File: config.mk
export PLATFORM = sky130hd
export DESIGN_NAME = ddenc_top
export DESIGN_NICKNAME = d
export VERILOG_FILES = /design/src/rtl/ddenc_pkg.sv /design/src/rtl/ddenc_lambda_eng.sv /design/src/rtl/ddenc_top.sv
export SDC_FILE = /design/constraint.sdc
export NUM_CORES = 1
export LEC_CHECK = 0
export ABC_AREA = 1
export BUFFER_PORTS_ARGS = -buffer_cell sky130_fd_sc_hd__buf_2
export CAP_MARGIN = 30
export CORE_MARGIN = 1
export CORE_UTILIZATION = 65
export DETAILED_ROUTE_END_ITERATION = 7
export PLACE_DENSITY = 0.82
export REMOVE_ABC_BUFFERS = 1
export SYNTH_ARGS = -nofsm -noshare
export SYNTH_HDL_FRONTEND = slang
export SYNTH_SLANG_ARGS = --single-unit
File: constraint.sdc
create_clock -name clk -period 4.05 [get_ports clk]
set_input_delay 0.405 -clock clk [delete_from_list [all_inputs] [get_ports clk]]
set_output_delay 0.405 -clock clk [all_outputs]
set_load 0.02 [all_outputs]
File: src/rtl/ddenc_pkg.sv
package ddenc_pkg;

    localparam int Z      = 4;
    localparam int KB     = 4;
    localparam int MB     = 4;
    localparam int XROW   = 2;
    localparam int DSHIFT = 1;

    localparam int NB = KB + MB;
    localparam int CW = $clog2(KB + 1);
    localparam int RW = (MB > 1) ? $clog2(MB) : 1;
    localparam int OW = $clog2(NB);

    // Message section of the base matrix: -1 = zero block, else shift value.
    localparam int BASE [MB][KB] = '{
        '{ 1, -1,  3,  0},
        '{-1,  2, -1,  1},
        '{-1, -1, -1, -1},
        '{ 2,  0, -1,  3}
    };

    typedef logic [Z-1:0] blk_t;

    typedef enum logic [2:0] {
        ST_IDLE,
        ST_LOAD,
        ST_CALC,
        ST_FIX,
        ST_SEND
    } state_e;

    typedef struct packed {
        logic          vld;
        logic [RW-1:0] row;
        blk_t          lam;
    } lam_t;

    // r[k] = v[(k+s) mod Z]
    function automatic blk_t rot(blk_t v, int s);
        logic [2*Z-1:0] dbl;
        dbl = {v, v} >> (s % Z);
        return blk_t'(dbl);
    endfunction

    // First column >= from in the given row holding a nonzero block, else KB.
    function automatic int next_nz(int row, int from);
        int r;
        r = KB;
        for (int c = KB - 1; c >= 0; c--) begin
            if (c >= from && BASE[row][c] >= 0) r = c;
        end
        return r;
    endfunction

endpackage

File: src/rtl/ddenc_lambda_eng.sv
module ddenc_lambda_eng
    import ddenc_pkg::*;
#(
    parameter int FIRST = 0,
    parameter int LAST  = 0,
    parameter int STEP  = 1
) (
    input  logic                  clk,
    input  logic                  rst,
    input  logic                  go,
    input  logic [KB-1:0][Z-1:0]  msg,
    output lam_t                  lam_o,
    output logic                  done
);

    logic          busy;
    logic [RW-1:0] row;
    logic [CW-1:0] col;
    blk_t          acc;
    blk_t          term;
    int            nxt;
    logic          row_end;
    logic [RW-1:0] row_nx;

    always_comb begin
        term = '0;
        for (int c = 0; c < KB; c++) begin
            if (int'(col) == c && BASE[row][c] >= 0) term = rot(msg[c], BASE[row][c]);
        end
        nxt     = next_nz(int'(row), int'(col) + 1);
        row_end = (nxt == KB);
        row_nx  = RW'(int'(row) + STEP);
        lam_o.vld = busy && row_end;
        lam_o.row = row;
        lam_o.lam = acc ^ term;
    end

    always_ff @(posedge clk) begin
        if (rst) begin
            busy <= 1'b0;
            done <= 1'b0;
            row  <= '0;
            col  <= '0;
            acc  <= '0;
        end else if (go) begin
            busy <= 1'b1;
            done <= 1'b0;
            row  <= RW'(FIRST);
            col  <= CW'(next_nz(FIRST, 0));
            acc  <= '0;
        end else if (busy) begin
            if (row_end) begin
                acc <= '0;
                if (int'(row) == LAST) begin
                    busy <= 1'b0;
                    done <= 1'b1;
                end else begin
                    row <= row_nx;
                    col <= CW'(next_nz(int'(row_nx), 0));
                end
            end else begin
                acc <= acc ^ term;
                col <= CW'(nxt);
            end
        end
    end

endmodule

File: src/rtl/ddenc_top.sv
module ddenc_top
    import ddenc_pkg::*;
(
    input  logic         clk,
    input  logic         rst,
    input  logic         start,
    input  logic         in_valid,
    output logic         in_ready,
    input  logic [Z-1:0] in_data,
    output logic         out_valid,
    input  logic         out_ready,
    output logic [Z-1:0] out_data
);

    state_e               st;
    logic [OW-1:0]        cnt;
    logic [KB-1:0][Z-1:0] msg;
    blk_t                 par [MB];
    blk_t                 ptemp;
    blk_t                 p0;
    blk_t                 fix;
    logic                 in_fire;
    logic                 out_fire;
    logic                 go;
    lam_t                 fwd;
    lam_t                 bwd;
    logic                 fwd_done;
    logic                 bwd_done;

    assign in_ready  = (st == ST_LOAD);
    assign out_valid = (st == ST_SEND);
    assign in_fire   = in_valid && in_ready;
    assign out_fire  = out_valid && out_ready;
    assign go        = in_fire && (cnt == OW'(KB - 1));
    assign p0        = par[XROW] ^ ptemp;
    assign fix       = rot(p0, DSHIFT);

    // Downward engine: rows 0..XROW-1, upward engine: rows MB-1..XROW.
    ddenc_lambda_eng #(.FIRST(0), .LAST(XROW - 1), .STEP(1)) u_fwd (
        .clk(clk), .rst(rst), .go(go), .msg(msg), .lam_o(fwd), .done(fwd_done)
    );

    ddenc_lambda_eng #(.FIRST(MB - 1), .LAST(XROW), .STEP(-1)) u_bwd (
        .clk(clk), .rst(rst), .go(go), .msg(msg), .lam_o(bwd), .done(bwd_done)
    );

    always_comb begin
        out_data = '0;
        for (int i = 0; i < KB; i++) begin
            if (cnt == OW'(i)) out_data = msg[i];
        end
        for (int i = 0; i < MB; i++) begin
            if (cnt == OW'(KB + i)) out_data = par[i];
        end
    end

    always_ff @(posedge clk) begin
        if (rst) begin
            st  <= ST_IDLE;
            cnt <= '0;
            msg <= '0;
        end else begin
            unique case (st)
                ST_IDLE: if (start) begin
                    st  <= ST_LOAD;
                    cnt <= '0;
                end
                ST_LOAD: if (in_fire) begin
                    for (int k = 0; k < KB; k++) begin
                        if (cnt == OW'(k)) msg[k] <= in_data;
                    end
                    if (cnt == OW'(KB - 1)) begin
                        st  <= ST_CALC;
                        cnt <= '0;
                    end else begin
                        cnt <= cnt + OW'(1);
                    end
                end
                ST_CALC: if (fwd_done && bwd_done) st <= ST_FIX;
                ST_FIX: begin
                    st  <= ST_SEND;
                    cnt <= '0;
                end
                ST_SEND: if (out_fire) begin
                    if (cnt == OW'(NB - 1)) begin
                        st  <= ST_IDLE;
                        cnt <= '0;
                    end else begin
                        cnt <= cnt + OW'(1);
                    end
                end
                default: st <= ST_IDLE;
            endcase
        end
    end

    // Prediction chains (zero guess for p0) and the single correction step.
    always_ff @(posedge clk) begin
        if (rst) begin
            for (int i = 0; i < MB; i++) par[i] <= '0;
            ptemp <= '0;
        end else begin
            if (st == ST_FIX) begin
                par[0] <= p0;
                for (int i = 1; i < MB; i++) par[i] <= par[i] ^ fix;
            end
            for (int i = 1; i <= XROW; i++) begin
                if (fwd.vld && int'(fwd.row) + 1 == i)
                    par[i] <= fwd.lam ^ ((i == 1) ? '0 : par[i-1]);
            end
            if (bwd.vld && int'(bwd.row) == MB - 1)
                par[MB-1] <= bwd.lam;
            for (int i = XROW + 1; i < MB - 1; i++) begin
                if (bwd.vld && int'(bwd.row) == i)
                    par[i] <= bwd.lam ^ par[i+1];
            end
            if (bwd.vld && int'(bwd.row) == XROW)
                ptemp <= bwd.lam ^ par[XROW+1];
        end
    end

endmodule

# Word-level counts from Yosys, hierarchy flattened
# Memories as Yosys holds them, arrays and structs flattened.
# Index checks and enable logic that the tools add are counted.
# Widths: inputs -> output; s select.
# classes
n_div	0
shift	8
addsub	5
magnitude_cmp	38
n_mux	102
eq_ne	33
bitwise_logic	30
reduce_logical	54
n_mul	0
# ops
cell	n
$bmux 128 s2	6
$mux 128	12
$ge 32x1->1 const B	24
$shr 8x32->4	8
$ge 3x32->1 const A	4
$ge 32x3->1 const B	4
$not 2->32	4
$mux 4	25
$mux 3	31
$ge 1x32->1 const A	2
$ge 2x32->1 const A	2
$eq 3x3->1 const B	11
$eq 32x2->1 const B	1
$eq 32x3->1 const B	1
$xor 4x4->4	8
$logic_and 1x1->1	26
$reduce_and 3->1	8
$mux 1	22
$eq 3x2->1 const B	6
$reduce_or 2->1	9
$pmux 3 s5	1
$logic_not 3->1	4
$pmux 3 s4	1
$ne 2x2->1 const B	5
19 further kinds	45
# word_totals
memories	1
mem_bits_rw	16
regBits	48
rom_bits	0
latchBits	0
inputBits	9
# memory_table
name	words	width	rd	rd_ports_with_merged_regs	wr	line	rtl
par	4	4	4	0	4	ddenc_top.sv:18	blk_t par [MB];

# Depth between registers and ports, before layout
# depth
depth_word	17
mapped_depth	16
ltp_nobuf	16

# Hierarchy
# Synthesis repeated with hierarchy kept, for this count alone.
# unflattened
hier_cells	755
area_unflattened_um2	4941.0
# by_module_without_submodules
mod	n_inst	area_each_um2	cells_per_inst
ddenc_top	1	2458.6	342
ddenc_lambda_eng at u_bwd	1	1257.5	217
ddenc_lambda_eng at u_fwd	1	1224.9	196

# Worst setup path after synthesis
# Ideal clock, no wire load.
# synth_timing
path_type	reg2reg
startpoint	reg u_fwd.row[1]
endpoint	mem par[1][0] in the netlist's numbering (enable)
n_path_buf	0
stages_incl_launch_ff	9
period_less_slack_ns	2.132
path_slack_ns	1.918
t_required_ns	3.689
arrival_time_ns	1.771
setup_ns	0.361
cell_sequence	dfxtp_1 inv_1 ha_1 inv_1 nand3_1 nand2_2 nor2_4 nand2_4 o21ai_0
# synth_rtl
item	line	rtl
start, declared	ddenc_lambda_eng.sv:17	logic [RW-1:0] row;
start signal, assigned	ddenc_lambda_eng.sv:48	row <= RW'(FIRST);
start signal, assigned	ddenc_lambda_eng.sv:58	row <= row_nx;
end, declared	ddenc_top.sv:18	

==> results.sh <==
export IMPL_p_per_area_nw_per_um2=352
export IMPL_die_y_um=88.1
export IMPL_clock_sink_count=64
export IMPL_layout_drive_gt1_share=0.0596
export IMPL_synth_compound_area_frac=0.171
export IMPL_setup_ws_ps=1100
export IMPL_r2r_start="u_bwd.row[1]"
export IMPL_grt_max_degree=25
export IMPL_min_path_cells=3
export IMPL_cp_start_kind="flop"
export IMPL_synth_main_ff_cell="dfxtp_1"
export IMPL_grt_pass1_wl_um=20900
export IMPL_insertion_delay_ps=350
export IMPL_nFillCells=666
export IMPL_drtIter0Drc=463
export IMPL_finalSetupViolations=0
export IMPL_cts_buffers=9
export IMPL_die_area_um2=7770
export IMPL_viasPerCell=5.91
export IMPL_preCtsSetupSlack_ps=1190
export IMPL_slew_viol_final=0
export IMPL_hold_end="msg[3]"
export IMPL_crit_path_top_delay_cell="nor2_1"
export IMPL_min_period_ps=2950
export IMPL_syn_avg_cell_area_um2=6.54
export IMPL_placed_area_um2=4960
export IMPL_clk_pin_slew_ps=80
export IMPL_ff_latch_area_um2=1440
export IMPL_criticalPathCategory="reg2reg"
export IMPL_start_util=0.668
export IMPL_synth_edf_count=16
export IMPL_p_leak_nw=2.23
export IMPL_path_cells="inv_1 -> ha_1 -> nor2_1 -> nor2_1 -> nor2_1 -> inv_1 -> nand2_1 -> nand3_1 -> nand2_1 -> nand3_1 -> nand2_1 -> o22ai_1"
export IMPL_synth_top_area_share=0.199
export IMPL_clockRootBuffer="clkbuf_8"
export IMPL_finalSetupTns_ps=0
export IMPL_vias=5044
export IMPL_grt_pass1_vias=4516
export IMPL_die_w_um=88.1
export IMPL_ff2ff_setup_slack_ps=1100
export IMPL_grt_total_usage=0.355
export IMPL_route_detailed_drc=0
export IMPL_htreeDepth=3
export IMPL_dp_cells=838
export IMPL_multiInputGateArea_um2=2910
export IMPL_synth_most_common_cell="nand2_1"
export IMPL_status="complete, no violations"
export IMPL_fin_crit_sh=0.729
export IMPL_yosys_cell_types_count=32
export IMPL_cp_data_arrival_time_ps=3060
export IMPL_async_reset_ff_frac=0
export IMPL_n_antenna_cell=0
export IMPL_cts_tree="yes"
export IMPL_p_total_mw=1.83
export IMPL_clockBufferDepth=2
export IMPL_synth_top_family_by_area="simple AND/OR/NAND/NOR gates"
export IMPL_yosys_area_top_type="dfxtp_1"
export IMPL_hold_path_class="in2reg"
export IMPL_worst_pin_slew_ps=670
export IMPL_gp_congestion=0.899
export IMPL_numPortBuffers=14
export IMPL_drt_wirelength_per_cell_um=15.5
export IMPL_rsz0062_at_grt="false"
export IMPL_ys_ff_latch=64
export IMPL_ir_worst_vdd_v=0.000267
export IMPL_reg2reg_to="par[3][0]"
export IMPL_fin_skew_ps=10.7
export IMPL_worstPathRequired_ps=4150
export IMPL_cts_hold_buf=0
export IMPL_wirelength_um=13200
export IMPL_fin_nets=790
export IMPL_worst_r2r_cell_count=12
export IMPL_cts_resized=0
export IMPL_row_count=31
export IMPL_post_cts_repair_setup_buffers=0
export IMPL_synth_area_mux_share=0
export IMPL_hold_viol_final=0
export IMPL_synth_yosys_warnings=0
export IMPL_dpl_hpwl_um=9960
export IMPL_ant_nets=0
export IMPL_stdcell_area_um2=5200
export IMPL_crit_fanout=12
export IMPL_synth_area_leaders="dfxtp_1 (20%), nand3_1 (13%), nand2_1 (13%)"
export IMPL_fmax_mhz=339
export IMPL_ys_top_cells_by_count="nand2_1 (161), nand3_1 (126), inv_1 (103)"
export IMPL_cp_end_kind="flop"
export IMPL_syn_cell_area_um2=4820
export IMPL_cpPeakStageDelay_ps=540
export IMPL_max_cap_violations=0
export IMPL_dr_pass1_iters=6
export IMPL_min_delay_start="in_data[3]"
export IMPL_area_growth_pct=7.84
export IMPL_stdcell_count=854
export IMPL_relSlewSlack=0.550
export IMPL_antenna_found_initial=0
export IMPL_core_area_um2=7210
export IMPL_synthCells=737
export IMPL_synth_fa_ha_area_frac=0.0804
export IMPL_yosys_area_share_simple=0.322
export IMPL_synth_xor_area_share=0.0309
export IMPL_seq_area_frac_synth=0.299
export IMPL_grt_overflow_total=0
export IMPL_num_io_pins=15
## power breakdown
part | total, mW | internal, mW | switching [mW]
sequential | 0.721 | 0.681 | 0.0395
clock | 0.681 | 0.407 | 0.274
combinational | 0.428 | 0.139 | 0.289
total | 1.83 | 1.23 | 0.602
## flip-flops by register name (all words and copies together) (netlist names)
name and flops:
u_fwd.acc 4, u_fwd.col 3, msg 16, u_fwd.row 2, cnt 3, par 16, u_fwd.done 1, u_bwd.done 1
u_fwd.busy 1, u_bwd.col 3, st 3, u_bwd.acc 4, u_bwd.row 2, u_bwd.busy 1, ptemp 4
## worst max-delay path, delay by kind of cell (launching register included)
family | cells | cell delay [ps]
fa+ha+maj | 1 | 360
simple gates | 8 | 1470
flops | 1 | 500
buf+inv | 2 | 300
compound gates | 1 | 60
## cell usage in the layout (no fill, tap or decap)
master and n:
a211oi_1 4, nand2_4 1, xor2_1 13, nand2_1 161
ha_1 31, inv_2 4, edfxtp_1 16, inv_1 103
xnor2_1 4, nor3_4 1, nand3_1 126, a221oi_1 2
o21ai_1 5, o22ai_1 7, nor2_4 1, buf_2 14
buf_4 1, o21ai_2 1, clkinv_2 1, nand2_2 2
o31ai_1 4, o211ai_1 12, clkinv_1 3, nor2_2 5
dfxtp_1 48, nand3b_1 1, clkbuf_8 9, clkbuf_1 1
o21ai_0 53, o21a_1 6, nor2_1 54, o31ai_2 1
clkinv_4 1, nor3_1 5, a21oi_1 51, bufinv_16 3
## metrics by stage
| stage | hold slack (ps) | util |
|---|---|---|
| floorplan | 441 | - |
| global placement | 453 | 0.688 |
| detailed placement | 464 | 0.688 |
| CTS | 364 | 0.721 |
| global route | 404 | 0.721 |
| finish | 375 | 0.721 |
## layer usage
layer  wire [µm]  vias to the layer above  track usage  share of wire
met5           0                        -            0              0
met4         289                        0        0.113          0.022
met3        1110                       27       0.0622          0.084
met2        6420                      213        0.635           0.49
met1        5380                     2324        0.432           0.41
li1            -                     2480            -              -
## cells by family (layout without fill, tap and decap cells)
logic type | Yosys count | after routing
and+or+nand+nor | 357 | 357
AOI/OAI and AO/OA | 146 | 146
buffers and inverters | 122 | 140
DFF | 64 | 64
adders and majority gates | 31 | 31
xor gates and xnor gates | 17 | 17
## worst max-delay path by stage
stage	slack, ps	end	from
after floorplan	1700	par[3][0]	u_bwd.row[1]
after global placement	1310	ptemp[3]	u_bwd.row[1]
after detailed placement	1190	par[3][0]	u_bwd.row[1]
after CTS	1200	par[3][0]	u_bwd.row[1]
after global routing	800	ptemp[3]	u_bwd.row[1]
final	1100	par[3][0]	u_bwd.row[1]
## layout make-up
class	instances	area share
multi-input combinational	551	0.560
inverter	109	0.0787
clock inverter	6	0.0207
sequential	64	0.277
tap	99	0.0238
clock buffer	10	0.0245
timing repair buffer	15	0.0149
No activity file was read; power rests on OpenSTA's default activity.
